[src/rtl/lct_pkg.sv]
package lct_pkg;
  localparam int ADDR_W     = 4;
  localparam int FUNC_W     = 5;
  localparam int NUM_VIEWS  = 2;
  localparam logic [FUNC_W-1:0] WRITE_FUNC = 5'd17;
  localparam logic [ADDR_W-1:0] WIDTH_SLOT = 4'd15;
endpackage

[src/rtl/lct_cfg_regs.sv]
module lct_cfg_regs
  import lct_pkg::*;
#(
  parameter int NUM_CH = 112,
  parameter int WORD_W = 8,
  parameter int CODE_W = 3,
  localparam int NUM_WORDS = NUM_CH / WORD_W
) (
  input  logic              clk,
  input  logic              rst,
  input  logic              wr_en_i,
  input  logic [ADDR_W-1:0] wr_addr_i,
  input  logic [FUNC_W-1:0] wr_func_i,
  input  logic [WORD_W-1:0] wr_data_i,
  output logic [NUM_CH-1:0] mask_o,
  output logic [CODE_W-1:0] code_o
);
  logic [NUM_WORDS-1:0][WORD_W-1:0] words_q;
  logic [CODE_W-1:0]                code_q;
  logic                             wr_ok;

  assign wr_ok = wr_en_i && (wr_func_i == WRITE_FUNC);

  always_ff @(posedge clk) begin
    if (rst) begin
      words_q <= '0;
      code_q  <= '0;
    end else if (wr_ok) begin
      if (wr_addr_i < ADDR_W'(NUM_WORDS))
        words_q[wr_addr_i] <= wr_data_i;
      else if (wr_addr_i == WIDTH_SLOT)
        code_q <= wr_data_i[CODE_W-1:0];
    end
  end

  assign mask_o = words_q;
  assign code_o = code_q;

  assert_mask_clear_after_reset_R6: assert property (@(posedge clk) disable iff (rst)
    $past(rst) |-> (mask_o == '0 && code_o == '0));

  assert_foreign_func_ignored_R7: assert property (@(posedge clk) disable iff (rst)
    (wr_en_i && wr_func_i != WRITE_FUNC) |=> ($stable(mask_o) && $stable(code_o)));
endmodule

[src/rtl/lct_view_window.sv]
module lct_view_window #(
  parameter int NUM_LAYERS = 14,
  parameter int NUM_FOLDS  = 4,
  parameter int BASE_WIN   = 5,
  localparam int VIEW_CH   = NUM_LAYERS * NUM_FOLDS
) (
  input  logic                 clk,
  input  logic                 rst,
  input  logic [VIEW_CH-1:0]   hits_i,
  output logic [NUM_FOLDS-1:0] det_o
);
  logic [NUM_FOLDS-1:0] det_d;
  logic [NUM_FOLDS-1:0] det_q;

  for (genvar f = 0; f < NUM_FOLDS; f++) begin : g_fold
    localparam int WIN  = BASE_WIN - f;
    localparam int NPOS = NUM_LAYERS - WIN + 1;
    logic [NPOS-1:0] win_hit;
    for (genvar s = 0; s < NPOS; s++) begin : g_pos
      assign win_hit[s] = &hits_i[f*NUM_LAYERS + s +: WIN];
    end
    assign det_d[f] = |win_hit;
  end

  always_ff @(posedge clk) begin
    if (rst) det_q <= '0;
    else     det_q <= det_d;
  end

  assign det_o = det_q;

  assert_quiet_view_quiet_det_R1: assert property (@(posedge clk) disable iff (rst)
    !(|hits_i) |=> (det_o == '0));
endmodule

[src/rtl/lct_pulse_stretch.sv]
module lct_pulse_stretch #(
  parameter int CODE_W = 3,
  parameter int STEP   = 6,
  localparam int MAX_LEN = ((1 << CODE_W) - 1) * STEP,
  localparam int CNT_W   = $clog2(MAX_LEN + 1)
) (
  input  logic              clk,
  input  logic              rst,
  input  logic              any_i,
  input  logic [CODE_W-1:0] code_i,
  output logic              trig_o,
  output logic              pulse_o
);
  logic             trig_q;
  logic             pulse_q;
  logic [CNT_W-1:0] cnt_q;
  logic [CNT_W-1:0] load_len;
  logic [CNT_W-1:0] code_eff;
  logic             rise;

  assign code_eff = (code_i == '0) ? CNT_W'(1) : CNT_W'(code_i);
  assign load_len = code_eff * CNT_W'(STEP) - CNT_W'(1);
  assign rise     = any_i && !trig_q;

  always_ff @(posedge clk) begin
    if (rst) begin
      trig_q  <= 1'b0;
      pulse_q <= 1'b0;
      cnt_q   <= '0;
    end else begin
      trig_q <= any_i;
      if (rise) begin
        pulse_q <= 1'b1;
        cnt_q   <= load_len;
      end else if (cnt_q != '0) begin
        pulse_q <= 1'b1;
        cnt_q   <= cnt_q - CNT_W'(1);
      end else begin
        pulse_q <= 1'b0;
      end
    end
  end

  assign trig_o  = trig_q;
  assign pulse_o = pulse_q;

  assert_no_trig_without_views_R3: assert property (@(posedge clk) disable iff (rst)
    !any_i |=> !trig_o);

  assert_pulse_starts_on_edge_R10: assert property (@(posedge clk) disable iff (rst)
    $rose(pulse_o) |-> $rose(trig_o));
endmodule

[src/rtl/layer_coinc_trigger.sv]
module layer_coinc_trigger
  import lct_pkg::*;
#(
  parameter int NUM_LAYERS = 14,
  parameter int NUM_FOLDS  = 4,
  parameter int BASE_WIN   = 5,
  parameter int WORD_W     = 8,
  parameter int CODE_W     = 3,
  parameter int CLK_NS     = 8,
  parameter int UNIT_NS    = 50,
  localparam int VIEW_CH   = NUM_LAYERS * NUM_FOLDS,
  localparam int NUM_CH    = VIEW_CH * NUM_VIEWS,
  localparam int NUM_DET   = NUM_FOLDS * NUM_VIEWS
) (
  input  logic               clk,
  input  logic               rst,
  input  logic [NUM_CH-1:0]  hits_i,
  input  logic               wr_en_i,
  input  logic [ADDR_W-1:0]  wr_addr_i,
  input  logic [FUNC_W-1:0]  wr_func_i,
  input  logic [WORD_W-1:0]  wr_data_i,
  output logic [NUM_DET-1:0] view_trig_o,
  output logic               logic_trig_o,
  output logic               pulse_o
);
  localparam int STEP = (UNIT_NS / CLK_NS < 1) ? 1 : UNIT_NS / CLK_NS;

  logic [NUM_CH-1:0]  sync1_q;
  logic [NUM_CH-1:0]  sync2_q;
  logic [NUM_CH-1:0]  mask;
  logic [NUM_CH-1:0]  live;
  logic [CODE_W-1:0]  code;
  logic [NUM_DET-1:0] det;

  always_ff @(posedge clk) begin
    if (rst) begin
      sync1_q <= '0;
      sync2_q <= '0;
    end else begin
      sync1_q <= hits_i;
      sync2_q <= sync1_q;
    end
  end

  lct_cfg_regs #(.NUM_CH(NUM_CH), .WORD_W(WORD_W), .CODE_W(CODE_W)) u_cfg (
    .clk       (clk),
    .rst       (rst),
    .wr_en_i   (wr_en_i),
    .wr_addr_i (wr_addr_i),
    .wr_func_i (wr_func_i),
    .wr_data_i (wr_data_i),
    .mask_o    (mask),
    .code_o    (code)
  );

  assign live = sync2_q & ~mask;

  for (genvar v = 0; v < NUM_VIEWS; v++) begin : g_view
    lct_view_window #(
      .NUM_LAYERS (NUM_LAYERS),
      .NUM_FOLDS  (NUM_FOLDS),
      .BASE_WIN   (BASE_WIN)
    ) u_win (
      .clk    (clk),
      .rst    (rst),
      .hits_i (live[v*VIEW_CH +: VIEW_CH]),
      .det_o  (det[v*NUM_FOLDS +: NUM_FOLDS])
    );
  end

  lct_pulse_stretch #(.CODE_W(CODE_W), .STEP(STEP)) u_stretch (
    .clk     (clk),
    .rst     (rst),
    .any_i   (|det),
    .code_i  (code),
    .trig_o  (logic_trig_o),
    .pulse_o (pulse_o)
  );

  assign view_trig_o = det;

  assert_masked_input_blocks_R4: assert property (@(posedge clk) disable iff (rst)
    (live == '0) |=> (view_trig_o == '0));
endmodule

[config.mk]
export PLATFORM = sky130hd
export DESIGN_NAME = layer_coinc_trigger
export DESIGN_NICKNAME = d
export VERILOG_FILES = /design/src/rtl/lct_pkg.sv /design/src/rtl/lct_cfg_regs.sv /design/src/rtl/lct_view_window.sv /design/src/rtl/lct_pulse_stretch.sv /design/src/rtl/layer_coinc_trigger.sv
export SDC_FILE = /design/constraint.sdc
export NUM_CORES = 1
export LEC_CHECK = 0
export BUFFER_PORTS_ARGS = -buffer_cell sky130_fd_sc_hd__buf_2
export CAP_MARGIN = 20
export CORE_MARGIN = 3
export CORE_UTILIZATION = 35
export CTS_CLUSTER_DIAMETER = 30
export DETAILED_ROUTE_END_ITERATION = 10
export PLACE_DENSITY = 0.54
export SYNTH_ARGS = -nofsm -noshare
export SYNTH_HDL_FRONTEND = slang
export SYNTH_HIERARCHICAL = 1
export SYNTH_SLANG_ARGS = --single-unit
[constraint.sdc]
create_clock -name clk -period 2.6 [get_ports clk]
set_input_delay 0.26 -clock clk [delete_from_list [all_inputs] [get_ports clk]]
set_output_delay 0.26 -clock clk [all_outputs]
set_load 0.05 [all_outputs]
Yosys cells after proc, flatten, opt, wreduce, memory -nomap -nowiden
Index checks and enable logic that the tools add are counted.
{"block": "word_totals", "ff_bits": 355}
{"block": "classes", "n_mul": 1, "muxes": 8, "reduce_logical": 110, "bitwise": 3, "order_cmp": 3, "n_addsub": 2, "n_eq_ne": 2}
{"op": "112-bit AND", "count": 1}
{"op": "112-bit bitwise mux", "count": 1}
{"op": "112-bit inverter", "count": 1}
{"op": "5-bit AND reduction", "count": 20}
{"op": "4-bit AND reduction", "count": 22}
{"op": "3-bit AND reduction", "count": 25}
{"op": "2-bit AND reduction", "count": 27}
{"op": "8-bit demux with 4-bit select", "count": 1}
{"op": "13-bit OR reduction", "count": 2}
{"op": "12-bit OR reduction", "count": 2}
{"op": "11-bit OR reduction", "count": 2}
{"op": "10-bit OR reduction", "count": 2}
{"op": "6-bit 2-to-1 mux", "count": 2}
{"op": "6-bit by 1-bit subtractor with 6-bit output, second input constant", "count": 2}
{"op": "8-bit 2-to-1 mux", "count": 1}
{"op": "8-bit OR reduction", "count": 1}
{"op": "6-bit by 2-bit multiplier with 5-bit output, second input constant", "count": 1}
{"op": "6-bit nonzero test", "count": 1}
{"op": "5-bit equality test, second input constant", "count": 1}
{"op": "4-bit by 5-bit less-than comparator with 1-bit output, second input constant", "count": 1}
{"op": "4-bit equality test, second input constant", "count": 1}
{"op": "4-bit by 1-bit >= comparator with 1-bit output, second input constant", "count": 1}
{"op": "4-bit less-than comparator, second input constant", "count": 1}
{"op": "1-bit logical AND", "count": 3}
{"op": "6 further kinds", "count": 7}

Logic depth before layout (Yosys ltp)
Gate-level depths: netlist of run 1.
{"block": "depth", "word_depth": 5, "depth_mapped": 7, "ltp_nobuf": 7}

Cells and area by module
Netlist of run 1, hierarchy kept.
{"mod": "layer_coinc_trigger", "area_each_um2": 7259.5, "cells_each": 588, "instances": 1}
{"mod": "lct_cfg_regs", "area_each_um2": 4648.2, "cells_each": 408, "instances": 1}
{"mod": "lct_view_window", "area_each_um2": 349.1, "cells_each": 47, "instances": 2}
{"mod": "lct_pulse_stretch", "area_each_um2": 546.8, "cells_each": 62, "instances": 1}

Worst setup path after synthesis of run 1
OpenSTA, ideal clock, no wires.
{"block": "synth_timing", "path_type": "register to register", "startpoint": "register u_cfg.code_q[1] (netlist: u_cfg/code_o[1])", "endpoint": "register u_stretch.cnt_q[4]", "path_stages_with_launch": 7, "slack_ns": 0.948, "setup_ns": 0.091, "arrival_time_ns": 1.561, "n_path_buf": 0, "path_cell_list": "dfxtp_1 xor2_1 ha_1 o31ai_1 mux2i_1 nor2_1 a311oi_1"}
{"block": "synth_between", "elab_chain_len": 5}
{"item": "from (decl)", "line_no": "lct_cfg_regs.sv:19", "rtl": "logic [CODE_W-1:0] code_q;"}
{"item": "from (signal assigned)", "line_no": "lct_cfg_regs.sv:32", "rtl": "code_q <= wr_data_i[CODE_W-1:0];"}
{"item": "3-bit logical NOT", "line_no": "lct_pulse_stretch.sv:21", "rtl": "assign code_eff = (code_i == '0) ? CNT_W'(1) : CNT_W'(code_i);"}
{"item": "3-bit 2-to-1 mux *", "line_no": "lct_pulse_stretch.sv:21"}
{"item": "6-bit by 2-bit multiplier with 5-bit output *", "line_no": "lct_pulse_stretch.sv:22", "rtl": "assign load_len = code_eff * CNT_W'(STEP) - CNT_W'(1);"}
{"item": "6-bit by 1-bit subtractor with 6-bit output *", "line_no": "lct_pulse_stretch.sv:22"}
{"item": "6-bit 2-to-1 mux *", "line_no": "lct_pulse_stretch.sv:32", "rtl": "if (rise) begin"}
{"item": "to (signal assigned)", "line_no": "lct_pulse_stretch.sv:34", "rtl": "cnt_q <= load_len;"}
{"item": "to (signal assigned)", "line_no": "lct_pulse_stretch.sv:37", "rtl": "cnt_q <= cnt_q - CNT_W'(1);"}
{"item": "to (decl)", "line_no": "lct_pulse_stretch.sv:16", "rtl": "logic [CNT_W-1:0] cnt_q;"}
Every way passes the cells marked *; elsewhere a longest branch is shown, timed or not.
A chain may end at the register's enable or synchronous reset.

Worst setup path in the final report of run 1
Same ends and word-level chain as after synthesis.

==> results_tabular.tex, run 1 <==
\begin{tabular}{lr}
\hline
Metric & Value \\
\hline
\multicolumn{2}{l}{\textbf{Status}} \\
\quad Result of the run & finished, final reports clean \\
\multicolumn{2}{l}{\textbf{Worst setup path}} \\
\quad Cell-by-cell trace of the critical path & nor2\_1 -> nor2\_1 -> ha\_1 -> o31ai\_1 -> mux2i\_1 -> nor2\_1 -> a311oi\_1 \\
\quad FF-to-FF path depth & 7 \\
\quad Data required, critical path & 3.06 ns \\
\quad Crit Path Max Fanout & 8 \\
\quad Worst setup slack for register-to-register paths & 0.71 ns \\
\quad Data arrival time of the worst path & 2.35 ns \\
\quad Critical-path cell with the highest stage delay & sky130\_fd\_sc\_hd\_\_dfxtp\_1 \\
\quad Delay of the slowest cell on the worst path & 0.46 ns \\
\quad Most used cell along the critical path & sky130\_fd\_sc\_hd\_\_nor2\_1 \\
\quad Class of the most critical setup path & register to register \\
\quad Critical path endpoint category & register \\
\quad Startpoint type of the worst setup path & register \\
\multicolumn{2}{l}{\textbf{Routing}} \\
\quad Post-detailed-route wirelength per cell & 14.71 microns \\
\quad Total length of routed wires & 29,240 microns \\
\quad Vias/cell & 4.316 \\
\quad Post-detailed-route count of antenna-violating nets & 0 \\
\quad Number of search-and-repair iterations in the first detailed-routing pass & 4 \\
\quad Remaining DRCs & 0 \\
\quad Vias & 8,581 \\
\quad Violation count after the first detailed-routing iteration & 279 \\
\multicolumn{2}{l}{\textbf{CTS}} \\
\quad Number of buffers inserted during clock tree synthesis & 86 \\
\quad Insertion delay of the later-clocked pin in the worst-skew pair & 0.58 ns \\
\quad Clock buffer depth & 3 \\
\quad CTS tree & yes \\
\quad Sinks on Clock Net & 355 \\
\quad H-tree levels & 3 \\
\quad Root buffer cell & sky130\_fd\_sc\_hd\_\_clkbuf\_16 \\
\quad Clock-pin slew reported for the worst setup and hold paths after clock tree synthesis & 0.05 ns \\
\quad Setup Buffers After CTS & 0 \\
\multicolumn{2}{l}{\textbf{STA}} \\
\quad Slew at the pin with the worst max-slew slack & 0.8108 ns \\
\quad Worst clock skew & 0.02826 ns \\
\quad Unrepaired setup endpoints after global routing & false \\
\quad Final critical path time including I/O delays and setup & 1.889 ns \\
\quad Accumulated negative setup slack & 0 ns \\
\quad Count of final max-slew check failures & 0 \\
\quad Portion of the clock cycle consumed by the worst path in the final layout & 72.66\% \\
\quad Achievable clock frequency & 0.5294 GHz \\
\quad Final Hold Viols & 0 \\
\quad Worst slew margin relative to its limit & 45.75\% \\
\quad Final setup fails & 0 \\
\quad Post-route setup slack & 0.7109 ns \\
\multicolumn{2}{l}{\textbf{Finish}} \\
\quad Synth-to-Final Area Change & 38.66\% \\
\quad Layout cells sized above 1 & 30.79\% \\
\quad Filler cell count & 3,324 \\
\quad Diodes inserted & 0 \\
\quad Most frequent cells in the layout & 355 x sky130\_fd\_sc\_hd\_\_dfxtp\_1, 203 x sky130\_fd\_sc\_hd\_\_nor2b\_1, 140 x sky130\_fd\_sc\_hd\_\_buf\_2 \\
\quad Post-route design area & 18,240 sq um \\
\quad Post-layout net count & 1,584 \\
\quad Most common cell after layout, fill and taps aside & sky130\_fd\_sc\_hd\_\_dfxtp\_1 \\
\quad Number of non-filler instances in the completed layout & 1,988 \\
\multicolumn{2}{l}{\textbf{Die}} \\
\quad Initial core utilization & 35.76\% \\
\quad Die X & 199.9 microns \\
\quad Die outline area & 39,940 sq um \\
\quad Die height & 199.9 microns \\
\quad Ports & 142 \\
\quad Number of core rows & 70 \\
\quad Core footprint & 36,790 sq um \\
\multicolumn{2}{l}{\textbf{Power and ir drop}} \\
\quad Total power per unit cell area & 951.0 nW/um\^{}2 \\
\quad Part of the power in the clock network & 61.0\% \\
\quad Share of total power in combinational logic & 5.8\% \\
\quad Worst-case vdd ir drop & 431.6 uV \\
\quad Internal power component & 13.61 mW \\
\quad Switching fraction of total power & 21.55\% \\
\quad Switching pwr & 3.738 mW \\
\quad Total design power & 17.34 mW \\
\quad Sequential share of power & 33.2\% \\
\quad Cell leakage power & 8.194 nW \\
\multicolumn{2}{l}{\textbf{Yosys}} \\
\quad Net Count, Synth & 1,287 \\
\quad Number of synthesized flops with an enable pin & 0 \\
\quad Average size of a mapped cell & 11.42 sq um \\
\quad Most used DFF post-synth & sky130\_fd\_sc\_hd\_\_dfxtp\_1 \\
\quad Flops \& latches, synth & 355 \\
\quad Cell area after synthesis & 13,150 sq um \\
\quad Part of the Yosys area used for sequential elements & 54.03\% \\
\quad Post-synthesis instance total & 1,152 \\
\quad Synth Warn \# & 6 \\
\quad Async set-or-reset flop fraction in the synthesized netlist & 0\% \\
\quad Distinct cell type count after synthesis & 58 \\
\multicolumn{2}{l}{\textbf{Run}} \\
\quad Number of maximum-capacitance constraint violations & 0 \\
\multicolumn{2}{l}{\textbf{Placement}} \\
\quad DPL Wire Length & 17,450 microns \\
\quad Area after detailed placement & 14,170 sq um \\
\quad Worst slack at placement & 0.7000 ns \\
\quad Routability cong. & 0.7277 \\
\quad Number of buffer cells added on primary ports & 141 \\
\quad Instance count after placement with tap cells included & 1,717 \\
\multicolumn{2}{l}{\textbf{GRT}} \\
\quad Vias in the first global route & 9,085 \\
\quad Number of antenna violations at the first check in global routing & 0 \\
\quad Overall track demand over capacity in global routing & 14.78\% \\
\quad Largest net degree at the start of global routing & 109 \\
\quad Global-route wire length before repair & 46,440 microns \\
\quad Overall overflow remaining after global route & 0 \\
\multicolumn{2}{l}{\textbf{Worst hold path}} \\
\quad Tightest Hold Check Type & input port to register \\
\quad Number of instances on the worst hold path & 2 \\
\hline
\end{tabular}
==> cells in the mapped netlist, types with 2 or more instances <==
cell type	number	area, sq um
sky130_fd_sc_hd__nand3_1	4	20.02
sky130_fd_sc_hd__a311oi_1	3	26.28
sky130_fd_sc_hd__o21a_1	2	15.01
sky130_fd_sc_hd__dfxtp_1	355	7107
sky130_fd_sc_hd__buf_2	6	30.03
sky130_fd_sc_hd__o22ai_1	2	12.51
sky130_fd_sc_hd__o2111ai_1	8	70.07
sky130_fd_sc_hd__nor2_1	11	41.29
sky130_fd_sc_hd__ha_1	3	37.54
sky130_fd_sc_hd__a21oi_1	8	40.04
sky130_fd_sc_hd__and3_1	2	12.51
sky130_fd_sc_hd__nor2b_2	130	1139
sky130_fd_sc_hd__o211a_1	4	40.04
sky130_fd_sc_hd__nand3_2	7	70.07
sky130_fd_sc_hd__nand4_2	5	62.56
sky130_fd_sc_hd__or2b_2	12	105.1
sky130_fd_sc_hd__xnor2_1	2	17.52
sky130_fd_sc_hd__and2_1	3	18.77
sky130_fd_sc_hd__nor4_1	2	12.51
sky130_fd_sc_hd__o211ai_1	6	45.04
sky130_fd_sc_hd__buf_6	20	225.2
sky130_fd_sc_hd__o41a_1	2	22.52
sky130_fd_sc_hd__inv_1	5	18.77
sky130_fd_sc_hd__a21o_1	4	30.03
sky130_fd_sc_hd__nor3_2	2	20.02
sky130_fd_sc_hd__nor2b_1	203	1270
sky130_fd_sc_hd__clkbuf_1	23	86.33
sky130_fd_sc_hd__xor2_1	3	26.28
sky130_fd_sc_hd__o21ai_1	6	30.03
sky130_fd_sc_hd__a21boi_1	4	30.03
sky130_fd_sc_hd__a21boi_0	3	22.52
sky130_fd_sc_hd__nand2b_1	114	713.2
sky130_fd_sc_hd__mux2i_1	116	1161
sky130_fd_sc_hd__nor3_1	2	10.01
sky130_fd_sc_hd__o21ai_0	20	100.1
sky130_fd_sc_hd__a41oi_1	4	35.03
sky130_fd_sc_hd__nand2_1	16	60.06
sky130_fd_sc_hd__nor2b_4	10	137.6
==> layout make-up <==
type / instances / area [sq um] / area share [%]
flip-flops and latches: 355 / 7107 / 38.97
multi-input cells: 738 / 5629 / 30.87
clock buffers: 116 / 2460 / 13.49
repair buffers: 263 / 1949 / 10.69
well taps: 468 / 585.6 / 3.211
clock inverters: 43 / 488.0 / 2.676
inverters: 5 / 18.77 / 0.1029
==> critical path: cells and delay by family (launching register included) <==
kind,cells,cell delay (ns)
AND/OR/NAND/NOR,3,0.28
adder cells (fa/ha/maj),1,0.26
flip-flops,1,0.46
AO/OA/AOI/OAI,2,0.55
multiplexers,1,0.23
==> power groups by stage <==
| stage | registers (mW) | logic, mW | clock network, mW |
|---|---|---|---|
| 2_1_floorplan | 5.85 | 0.629 | 0 |
| 3_3_place_gp | 5.85 | 0.878 | 0 |
| 3_5_place_dp | 5.85 | 0.893 | 0 |
| 4_1_cts | 5.75 | 1.03 | 10.8 |
| 5_1_grt | 5.77 | 1.11 | 11.1 |
| 6_report | 5.75 | 1.01 | 10.6 |
==> final timing paths <==
kind | start | endpoint
max | u_cfg/code_o[1]$_SDFFE_PP0P_ | u_stretch/cnt_q[4]$_SDFFE_PP0P_
min reg2reg | sync1_q[81]$_SDFF_PP0_ | sync2_q[81]$_SDFF_PP0_
min | rst | sync1_q[7]$_SDFF_PP0_
max reg2reg | u_cfg/code_o[1]$_SDFFE_PP0P_ | u_stretch/cnt_q[4]$_SDFFE_PP0P_
==> flip-flops by register name (all words and copies together) (netlist names) <==
name	flops
g_view.u_win/det_o	8
sync1_q	112
sync2_q	112
u_cfg/code_o	3
u_cfg/mask_o	112
u_stretch/cnt_q	6
u_stretch/pulse_o	1
u_stretch/trig_o	1
==> metrics by stage <==
step	hold WS, ns	utilization (%)
3_3_place_gp	0.4257	38.52
3_5_place_dp	0.4220	38.52
6_report	0.1294	49.58
4_1_cts	0.1246	49.58
2_1_floorplan	0.3291	-
5_1_grt	0.1497	49.58
==> kinds of logic after synthesis <==
family                     share of synthesized area, %
and+or+nand+nor                                   28.96
DFF                                               54.03
muxes                                             8.942
AOI/OAI and AO/OA                                 4.281
buffers and inverters                             3.168
xor gates and xnor gates                         0.3330
adders and majority gates                        0.2854
==> routing by layer <==
layer | part of all wire (%) | up-vias | track usage, %
li1 | - | 4394 | -
met3 | 3.3 | 42 | 3.558
met2 | 49 | 156 | 25.12
met5 | 0 | - | 0
met4 | 2.0 | 0 | 5.609
met1 | 46 | 3989 | 18.26
==> timing repair <==
| item | CTS | global route |
|---|---|---|
| hold buffers | 112 | 0 |
| gates resized for setup | 0 | 0 |
| endpoints found under the hold margin | 112 | 0 |
Power figures use the tool's default switching activity.
==> inputs of run 2 (changes only) <==
- ABC_AREA: not set -> 1
- clock period: 2.6 -> 1.97 ns (I/O delays scaled with it)
==> run 2 against run 1 <==
Clock power grew 34%. Synthesized cell count grew 74%. Largest cell class unchanged. Area after synthesis grew 6.1%. Fmax grew 15%. Global-route usage grew 0.32 points. First-iteration DRC count grew 110%. Critical path depth grew 2. Sequential share of layout area shrank 1.7 points. Largest power group unchanged. Critical endpoint unchanged. Register-to-register slack lost 0.38 ns. Core utilization shrank 0.67 points. Worst hold slack lost 0.019 ns. Worst setup slack lost 0.38 ns.
==> results_tabular.tex, run 2 <==
\begin{tabular}{lr}
\hline
Metric & Value \\
\hline
\multicolumn{2}{l}{\textbf{Status}} \\
\quad Result of the run & finished, final reports clean \\
\multicolumn{2}{l}{\textbf{Routing}} \\
\quad Total length of routed wires & 30,820 microns (+5.4\%) \\
\quad Vias & 11,560 (+35\%) \\
\quad Post-detailed-route wirelength per cell & 10.72 microns (-27\%) \\
\quad Remaining DRCs & 0 (unchanged) \\
\quad Vias/cell & 4.023 (-6.8\%) \\
\quad Violation count after the first detailed-routing iteration & 579 (+110\%) \\
\quad Post-detailed-route count of antenna-violating nets & 0 (unchanged) \\
\quad Number of search-and-repair iterations in the first detailed-routing pass & 5 (+1) \\
\multicolumn{2}{l}{\textbf{STA}} \\
\quad Portion of the clock cycle consumed by the worst path in the final layout & 83.28\% (+11 points) \\
\quad Accumulated negative setup slack & 0 ns (unchanged) \\
\quad Achievable clock frequency & 0.6095 GHz (+15\%) \\
\quad Slew at the pin with the worst max-slew slack & 0.6477 ns (-0.1631 ns) \\
\quad Count of final max-slew check failures & 0 (unchanged) \\
\quad Worst slew margin relative to its limit & 56.82\% (+11 points) \\
\quad Unrepaired setup endpoints after global routing & false \\
\quad Final setup fails & 0 (unchanged) \\
\quad Worst clock skew & 0.01742 ns (-0.01083 ns) \\
\quad Final critical path time including I/O delays and setup & 1.641 ns (-0.2485 ns) \\
\quad Final Hold Viols & 0 (unchanged) \\
\multicolumn{2}{l}{\textbf{Finish}} \\
\quad Diodes inserted & 0 (unchanged) \\
\quad Layout cells sized above 1 & 13.46\% (-17 points) \\
\quad Most frequent cells in the layout & 638 x sky130\_fd\_sc\_hd\_\_nor2\_1, 505 x sky130\_fd\_sc\_hd\_\_inv\_1, 355 x sky130\_fd\_sc\_hd\_\_dfxtp\_1 \\
\quad Post-layout net count & 2,427 (+53\%) \\
\quad Synth-to-Final Area Change & 36.65\% \\
\quad Most common cell after layout, fill and taps aside & sky130\_fd\_sc\_hd\_\_nor2\_1 \\
\quad Filler cell count & 3,856 (+16\%) \\
\multicolumn{2}{l}{\textbf{CTS}} \\
\quad Number of buffers inserted during clock tree synthesis & 82 (-4.7\%) \\
\quad Root buffer cell & sky130\_fd\_sc\_hd\_\_clkbuf\_16 \\
\quad Clock buffer depth & 3 (unchanged) \\
\quad Insertion delay of the later-clocked pin in the worst-skew pair & 0.58 ns (about the same) \\
\quad CTS tree & yes \\
\quad Sinks on Clock Net & 355 (unchanged) \\
\quad Clock-pin slew reported for the worst setup and hold paths after clock tree synthesis & 0.04 ns (about the same) \\
\quad H-tree levels & 3 (unchanged) \\
\multicolumn{2}{l}{\textbf{Die}} \\
\quad Die X & 205.7 microns (+2.9\%) \\
\quad Initial core utilization & 35.79\% (about the same) \\
\quad Number of core rows & 72 (+2.9\%) \\
\quad Die outline area & 42,320 sq um (+6.0\%) \\
\quad Ports & 142 (unchanged) \\
\quad Die height & 205.7 microns (+2.9\%) \\
\quad Core footprint & 39,010 sq um (+6.0\%) \\
\multicolumn{2}{l}{\textbf{Power and ir drop}} \\
\quad Switching fraction of total power & 21.55\% (about the same) \\
\quad Sequential share of power & 32.8\% (-0.4 points) \\
\quad Total power per unit cell area & 1216 nW/um\^{}2 (+28\%) \\
\quad Cell leakage power & 10.01 nW (+22\%) \\
\quad Share of total power in combinational logic & 5.8\% (about the same) \\
\quad Part of the power in the clock network & 61.4\% (+0.4 points) \\
\quad Worst-case vdd ir drop & 589.6 uV (+37\%) \\
\quad Internal power component & 18.20 mW (+34\%) \\
\quad Switching pwr & 5.000 mW (+34\%) \\
\quad Total design power & 23.20 mW (+34\%) \\
\multicolumn{2}{l}{\textbf{Yosys}} \\
\quad Cell area after synthesis & 13,960 sq um (+6.1\%) \\
\quad Top-count cell post-synth & sky130\_fd\_sc\_hd\_\_nor2\_1 \\
\quad Synth top area share & 50.91\% (-3.1 points) \\
\quad Distinct cell type count after synthesis & 27 (-53\%) \\
\quad Flops \& latches, synth & 355 (unchanged) \\
\quad Synth Warn \# & 6 (unchanged) \\
\quad Async set-or-reset flop fraction in the synthesized netlist & 0\% (unchanged) \\
\quad Most used DFF post-synth & sky130\_fd\_sc\_hd\_\_dfxtp\_1 \\
\quad Net Count, Synth & 2,134 (+66\%) \\
\quad Post-synthesis instance total & 1,999 (+74\%) \\
\quad Part of the Yosys area used for sequential elements & 50.91\% (-3.1 points) \\
\quad Average size of a mapped cell & 6.984 sq um (-39\%) \\
\quad Most numerous cell types in the synthesized netlist & 638 x sky130\_fd\_sc\_hd\_\_nor2\_1, 505 x sky130\_fd\_sc\_hd\_\_inv\_1, 355 x sky130\_fd\_sc\_hd\_\_dfxtp\_1 \\
\quad Largest area contributor in the netlist & sky130\_fd\_sc\_hd\_\_dfxtp\_1 \\
\quad Number of synthesized flops with an enable pin & 0 (unchanged) \\
\quad Largest cells by area after synthesis & sky130\_fd\_sc\_hd\_\_dfxtp\_1 51\%, sky130\_fd\_sc\_hd\_\_nor2\_1 17\%, sky130\_fd\_sc\_hd\_\_inv\_1 14\% \\
\multicolumn{2}{l}{\textbf{Worst setup path}} \\
\quad Cell-by-cell trace of the critical path & o21ai\_0 -> inv\_1 -> ha\_1 -> nor2\_1 -> inv\_1 -> nor2\_1 -> nand2\_1 -> nand3\_1 -> a21oi\_1 \\
\quad Class of the most critical setup path & register to register \\
\quad Data required, critical path & 2.41 ns (-0.65 ns) \\
\quad Critical-path cell with the highest stage delay & sky130\_fd\_sc\_hd\_\_dfxtp\_1 \\
\quad Crit Path Max Fanout & 7 (-1) \\
\quad Delay of the slowest cell on the worst path & 0.37 ns (-0.09 ns) \\
\quad Startpoint type of the worst setup path & register \\
\quad Count of buffer and inverter cells on the critical path & 2 (+2) \\
\quad Critical path endpoint category & register \\
\quad Largest delay share family, worst path & simple AND/OR/NAND/NOR gates \\
\quad Data arrival time of the worst path & 2.08 ns (-0.27 ns) \\
\multicolumn{2}{l}{\textbf{Placement}} \\
\quad Routability cong. & 0.7475 (+2.7\%) \\
\quad Number of buffer cells added on primary ports & 141 (unchanged) \\
\quad DPL Wire Length & 19,890 microns (+14\%) \\
\multicolumn{2}{l}{\textbf{GRT}} \\
\quad Global-route wire length before repair & 52,130 microns (+12\%) \\
\quad Number of antenna violations at the first check in global routing & 3 (+3) \\
\quad Vias in the first global route & 11,450 (+26\%) \\
\quad Overall overflow remaining after global route & 0 (unchanged) \\
\quad Largest net degree at the start of global routing & 116 (+6.4\%) \\
\quad Overall track demand over capacity in global routing & 15.10\% (+0.32 points) \\
\multicolumn{2}{l}{\textbf{Worst hold path}} \\
\quad Tightest Hold Check Type & input port to register \\
\multicolumn{2}{l}{\textbf{Run}} \\
\quad Number of maximum-capacitance constraint violations & 0 (unchanged) \\
\hline
\end{tabular}
==> run 2: what timing repair did <==
item,CTS,global route
hold endpoints to repair,119,0
resized for setup,0,0
hold buffers,122,0
buffers inserted,0,0
==> run 2: area by class of cell <==
class / count / area, sq um / area share (%)
clock inverters: 45 / 705.7 / 3.699
flip-flops and latches: 355 / 7107 / 37.25
well taps: 518 / 648.1 / 3.397
clock buffers: 103 / 2252 / 11.81
multi-input cells: 1073 / 4438 / 23.26
inverters: 510 / 1916 / 10.04
repair buffers: 270 / 2011 / 10.54
==> run 2: worst reg2reg max path, cell delays in order, from the launching register on <==
cell and delay [ns]:
sky130_fd_sc_hd__dfxtp_1 0.37, sky130_fd_sc_hd__o21ai_0 0.27, sky130_fd_sc_hd__inv_1 0.10, sky130_fd_sc_hd__ha_1 0.28, sky130_fd_sc_hd__nor2_1 0.15, sky130_fd_sc_hd__inv_1 0.06, sky130_fd_sc_hd__nor2_1 0.09, sky130_fd_sc_hd__nand2_1 0.07
sky130_fd_sc_hd__nand3_1 0.08, sky130_fd_sc_hd__a21oi_1 0.06
==> run 2: layer usage <==
layer | global-route usage, % | share of wire (%)
met5 | 0 | 0.15
met4 | 5.931 | 2.0
met3 | 3.829 | 4.8
met2 | 25.56 | 47
met1 | 18.38 | 46
==> run 2: final timing paths <==
kind | startpoint | to | slack, ns | cells past startpoint
worst max-delay path | u_cfg/code_o[1]$_SDFFE_PP0P_ | u_stretch/cnt_q[4]$_SDFFE_PP0P_ | 0.33 | 9
worst min-delay path | wr_data_i[1] | u_cfg/mask_o[33]$_SDFFE_PP0P_ | 0.11 | 3
worst max register to register | u_cfg/code_o[1]$_SDFFE_PP0P_ | u_stretch/cnt_q[4]$_SDFFE_PP0P_ | 0.33 | 9
worst min register to register | sync1_q[48]$_SDFF_PP0_ | sync2_q[48]$_SDFF_PP0_ | 0.40 | 2
==> run 2: cell families after synthesis <==
family	count (synthesis)	synth area share [%]
compound gates	25	0.9589
xor+xnor	1	0.06275
fa+ha+maj	3	0.2689
buf+inv	571	17.31
flops	355	50.91
simple gates	1044	30.50
==> run 2: power groups by stage <==
stage	logic, mW	registers [mW]	clock network, mW
5_1_grt	1.54	7.63	14.9
3_3_place_gp	1.14	7.74	0
4_1_cts	1.36	7.61	14.5
6_report	1.35	7.61	14.2
2_1_floorplan	0.787	7.75	0
3_5_place_dp	1.17	7.74	0
==> run 2: per-stage QoR <==
stage / cells / setup WS, ns / cell area (sq um) / util [%] / hold slack [ns]
floorplan: 1999 / 0.5525 / 13960 / - / 0.2684
global placement: 2604 / 0.4299 / 14900 / 38.19 / 0.3976
detailed placement: 2604 / 0.3642 / 14900 / 38.19 / 0.3955
CTS: 2874 / 0.3530 / 19080 / 48.91 / 0.07542
global route: 2874 / 0.1338 / 19080 / 48.91 / 0.09512
finish: 2874 / 0.3294 / 19080 / 48.91 / 0.1101
==> inputs of run 3 (changes only) <==
- PLACE_DENSITY: 0.54 -> 0.56
- clock period: 1.97 -> 1.5 ns (I/O delays scaled with it)
==> run 3 against run 2 <==
Count of clock-buffer cells in the layout decreased by 11. Sequential power is 31% higher. Via count is 0.49% lower. Die area unchanged. Design area up 0.32%. Largest cell class unchanged. Flip-flop and latch count stayed put. Clock power up 24%. Register-to-register slack worse by 0.29 ns. Worst hold slack worse by 0.095 ns. Combinational power grew 34%. Non-clock buffer count increased by 12. Final cell count grew 0.21%.
==> results_tabular.tex, run 3 (synthesis gave the netlist of run 2 again) <==
\begin{tabular}{lr}
\hline
Metric & Value \\
\hline
\multicolumn{2}{l}{\textbf{Status}} \\
\quad Result of the run & finished, final reports clean \\
\multicolumn{2}{l}{\textbf{Worst setup path}} \\
\quad Capture point of the worst reg-to-reg path & u\_stretch/cnt\_q[5]\$\_SDFFE\_PP0P\_ \\
\quad FF-to-FF path depth & 11 (+2) \\
\quad Crit Reg-Reg Startpoint & u\_cfg/code\_o[1]\$\_SDFFE\_PP0P\_ \\
\quad Worst setup slack for register-to-register paths & 0.04 ns (-0.29 ns) \\
\quad Critical-path cell with the highest stage delay & sky130\_fd\_sc\_hd\_\_dfxtp\_4 \\
\quad Crit Path Max Fanout & 4 (-3) \\
\quad Delay of the slowest cell on the worst path & 0.35 ns (-0.02 ns) \\
\quad Data arrival time of the worst path & 1.95 ns (-0.13 ns) \\
\quad Startpoint type of the worst setup path & register \\
\quad Data required, critical path & 1.99 ns (-0.42 ns) \\
\quad Class of the most critical setup path & register to register \\
\quad Critical path endpoint category & register \\
\quad Cell-by-cell trace of the critical path & buf\_4 -> nand2\_2 -> nand2\_2 -> ha\_4 -> inv\_2 -> nand2\_2 -> nor2\_2 -> nand2\_1 -> nand2\_1 -> nand2\_1 -> a21oi\_2 \\
\multicolumn{2}{l}{\textbf{Placement}} \\
\quad DPL Wire Length & 19,640 microns (-1.2\%) \\
\quad Number of buffer cells added on primary ports & 141 (unchanged) \\
\quad Routability cong. & 0.7658 (+2.4\%) \\
\quad Instance count after placement with tap cells included & 2,624 (+0.77\%) \\
\multicolumn{2}{l}{\textbf{STA}} \\
\quad Portion of the clock cycle consumed by the worst path in the final layout & 97.62\% (+14 points) \\
\quad Count of final max-slew check failures & 0 (unchanged) \\
\quad Worst slew margin relative to its limit & 67.47\% (+11 points) \\
\quad Final critical path time including I/O delays and setup & 1.464 ns (-0.1763 ns) \\
\quad Achievable clock frequency & 0.6829 GHz (+12\%) \\
\quad Unrepaired setup endpoints after global routing & true \\
\quad Accumulated negative setup slack & 0 ns (unchanged) \\
\quad Slew at the pin with the worst max-slew slack & 0.4879 ns (-0.1598 ns) \\
\quad Hold slack & 0.01515 ns (-0.09491 ns) \\
\quad Final Hold Viols & 0 (unchanged) \\
\quad Worst clock skew & 0.01674 ns (-0.0006829 ns) \\
\quad Final setup fails & 0 (unchanged) \\
\multicolumn{2}{l}{\textbf{Finish}} \\
\quad Diodes inserted & 0 (unchanged) \\
\quad Number of non-filler instances in the completed layout & 2,880 (+0.21\%) \\
\quad Most frequent cells in the layout & 635 x sky130\_fd\_sc\_hd\_\_nor2\_1, 503 x sky130\_fd\_sc\_hd\_\_inv\_1, 353 x sky130\_fd\_sc\_hd\_\_dfxtp\_1 \\
\quad Most common cell after layout, fill and taps aside & sky130\_fd\_sc\_hd\_\_nor2\_1 \\
\quad Synth-to-Final Area Change & 37.09\% \\
\quad Filler cell count & 3,780 (-2.0\%) \\
\quad Layout cells sized above 1 & 14.99\% (+1.5 points) \\
\quad Post-layout net count & 2,435 (+0.33\%) \\
\multicolumn{2}{l}{\textbf{CTS}} \\
\quad Clock buffer depth & 3 (unchanged) \\
\quad H-tree levels & 3 (unchanged) \\
\quad Sinks on Clock Net & 355 (unchanged) \\
\quad Number of buffers inserted during clock tree synthesis & 78 (-4.9\%) \\
\quad CTS tree & yes \\
\quad Clock-pin slew reported for the worst setup and hold paths after clock tree synthesis & 0.05 ns (about the same) \\
\quad Insertion delay of the later-clocked pin in the worst-skew pair & 0.57 ns (about the same) \\
\quad Root buffer cell & sky130\_fd\_sc\_hd\_\_clkbuf\_16 \\
\multicolumn{2}{l}{\textbf{Routing}} \\
\quad Vias & 11,510 (-0.49\%) \\
\quad Remaining DRCs & 0 (unchanged) \\
\quad Violation count after the first detailed-routing iteration & 439 (-24\%) \\
\quad Total length of routed wires & 30,150 microns (-2.2\%) \\
\quad Wl on met1 & 13,740 microns (-3.6\%) \\
\quad Met3 wirelength from detailed routing & 1651 microns (+11\%) \\
\quad Post-detailed-route count of antenna-violating nets & 0 (unchanged) \\
\quad Vias/cell & 3.995 (-0.70\%) \\
\quad Post-detailed-route wirelength per cell & 10.47 microns (-2.4\%) \\
\quad Met2 Wirelength & 14,080 microns (-2.3\%) \\
\quad Number of search-and-repair iterations in the first detailed-routing pass & 5 (unchanged) \\
\quad Top layer in use & met5 \\
\multicolumn{2}{l}{\textbf{Power and ir drop}} \\
\quad Total power per unit cell area & 1538 nW/um\^{}2 (+26\%) \\
\quad Worst-case vdd ir drop & 722.1 uV (+22\%) \\
\quad Cell leakage power & 9.987 nW (-0.18\%) \\
\multicolumn{2}{l}{\textbf{GRT}} \\
\quad Overall overflow remaining after global route & 0 (unchanged) \\
\quad Overall track demand over capacity in global routing & 14.34\% (-0.76 points) \\
\quad Largest net degree at the start of global routing & 65 (-44\%) \\
\quad Global-route wire length before repair & 49,690 microns (-4.7\%) \\
\quad Vias in the first global route & 11,080 (-3.2\%) \\
\quad Number of antenna violations at the first check in global routing & 2 (-1) \\
\multicolumn{2}{l}{\textbf{Die}} \\
\quad Number of core rows & 72 (unchanged) \\
\quad Ports & 142 (unchanged) \\
\quad Initial core utilization & 35.79\% (unchanged) \\
\quad Die height & 205.7 microns (unchanged) \\
\quad Core footprint & 39,010 sq um (unchanged) \\
\quad Die outline area & 42,320 sq um (unchanged) \\
\quad Die X & 205.7 microns (unchanged) \\
\multicolumn{2}{l}{\textbf{Run}} \\
\quad Number of maximum-capacitance constraint violations & 0 (unchanged) \\
\multicolumn{2}{l}{\textbf{Worst hold path}} \\
\quad Worst-case hold path end point & sync2\_q[10]\$\_SDFF\_PP0\_ \\
\quad Tightest Hold Check Type & input port to register \\
\quad Number of instances on the worst hold path & 3 (unchanged) \\
\quad Min-delay src & rst \\
\hline
\end{tabular}
==> run 3: report_power, final <==
group,total (mW),internal (mW),switching [mW]
clock,17.6,12.2,5.43
combinational,1.81,0.761,1.04
sequential,9.99,9.84,0.147
==> run 3: final cells by class <==
cell class,instances,area (sq um),area share [%]
Sequential cell,355,7112,37.16
Multi-Input combinational cell,1073,4481,23.41
Timing Repair Buffer,282,2191,11.45
Clock buffer,92,2158,11.28
Inverter,510,1916,10.01
Tap cell,518,648.1,3.387
Clock inverter,50,633.1,3.308
==> run 3: critical path, delay by kind of cell (launching register included) <==
kind                       cells  cell delay [ns]
DFF                            1             0.35
AOI/OAI and AO/OA              1             0.11
buffers and inverters          2             0.20
and+or+nand+nor                7             0.47
adders and majority gates      1             0.25
==> run 3: per-layer routing <==
layer  vias up  GRT usage, %
li1       6218             -
met1      5020         17.20
met5         -             0
met2       210         24.39
met3        53         3.765
met4         4         5.834
==> run 3: worst max-delay path by stage <==
stage / slack [ns] / to / startpoint
after global placement: 0.005 / u_stretch/cnt_q[4]$_SDFFE_PP0P_ / u_cfg/code_o[1]$_SDFFE_PP0P_
after detailed placement: -0.08 / u_stretch/cnt_q[4]$_SDFFE_PP0P_ / u_cfg/code_o[1]$_SDFFE_PP0P_
after global routing: -0.005 / u_stretch/cnt_q[5]$_SDFFE_PP0P_ / u_cfg/code_o[1]$_SDFFE_PP0P_
final: 0.04 / u_stretch/cnt_q[5]$_SDFFE_PP0P_ / u_cfg/code_o[1]$_SDFFE_PP0P_
after CTS: -0.003 / u_stretch/cnt_q[5]$_SDFFE_PP0P_ / u_cfg/code_o[2]$_SDFFE_PP0P_
after floorplan: 0.08 / u_stretch/cnt_q[3]$_SDFFE_PP0P_ / g_view[0].u_win/det_o[0]$_SDFF_PP0_
==> run 3: what timing repair did <==
| action | 4_1_cts | 5_1_grt |
|---|---|---|
| endpoints found under the setup margin | 2 | 5 |
| buffers inserted | 0 | 1 |
| hold buffers | 113 | 0 |
| resized for setup | 3 | 15 |
| hold endpoints to repair | 112 | 0 |
| pin swaps | 0 | 4 |
==> run 3: through the flow <==
step,area (sq um),power (mW),setup WS (ns),util [%]
final,19140,29.44,0.03567,49.06
after global routing,19140,30.57,-0.005420,49.06
after CTS,19090,29.80,-0.002651,48.93
after detailed placement,15160,11.73,-0.07637,38.87
after global placement,15160,11.70,0.005477,38.87
after floorplan,13960,11.21,0.08253,-
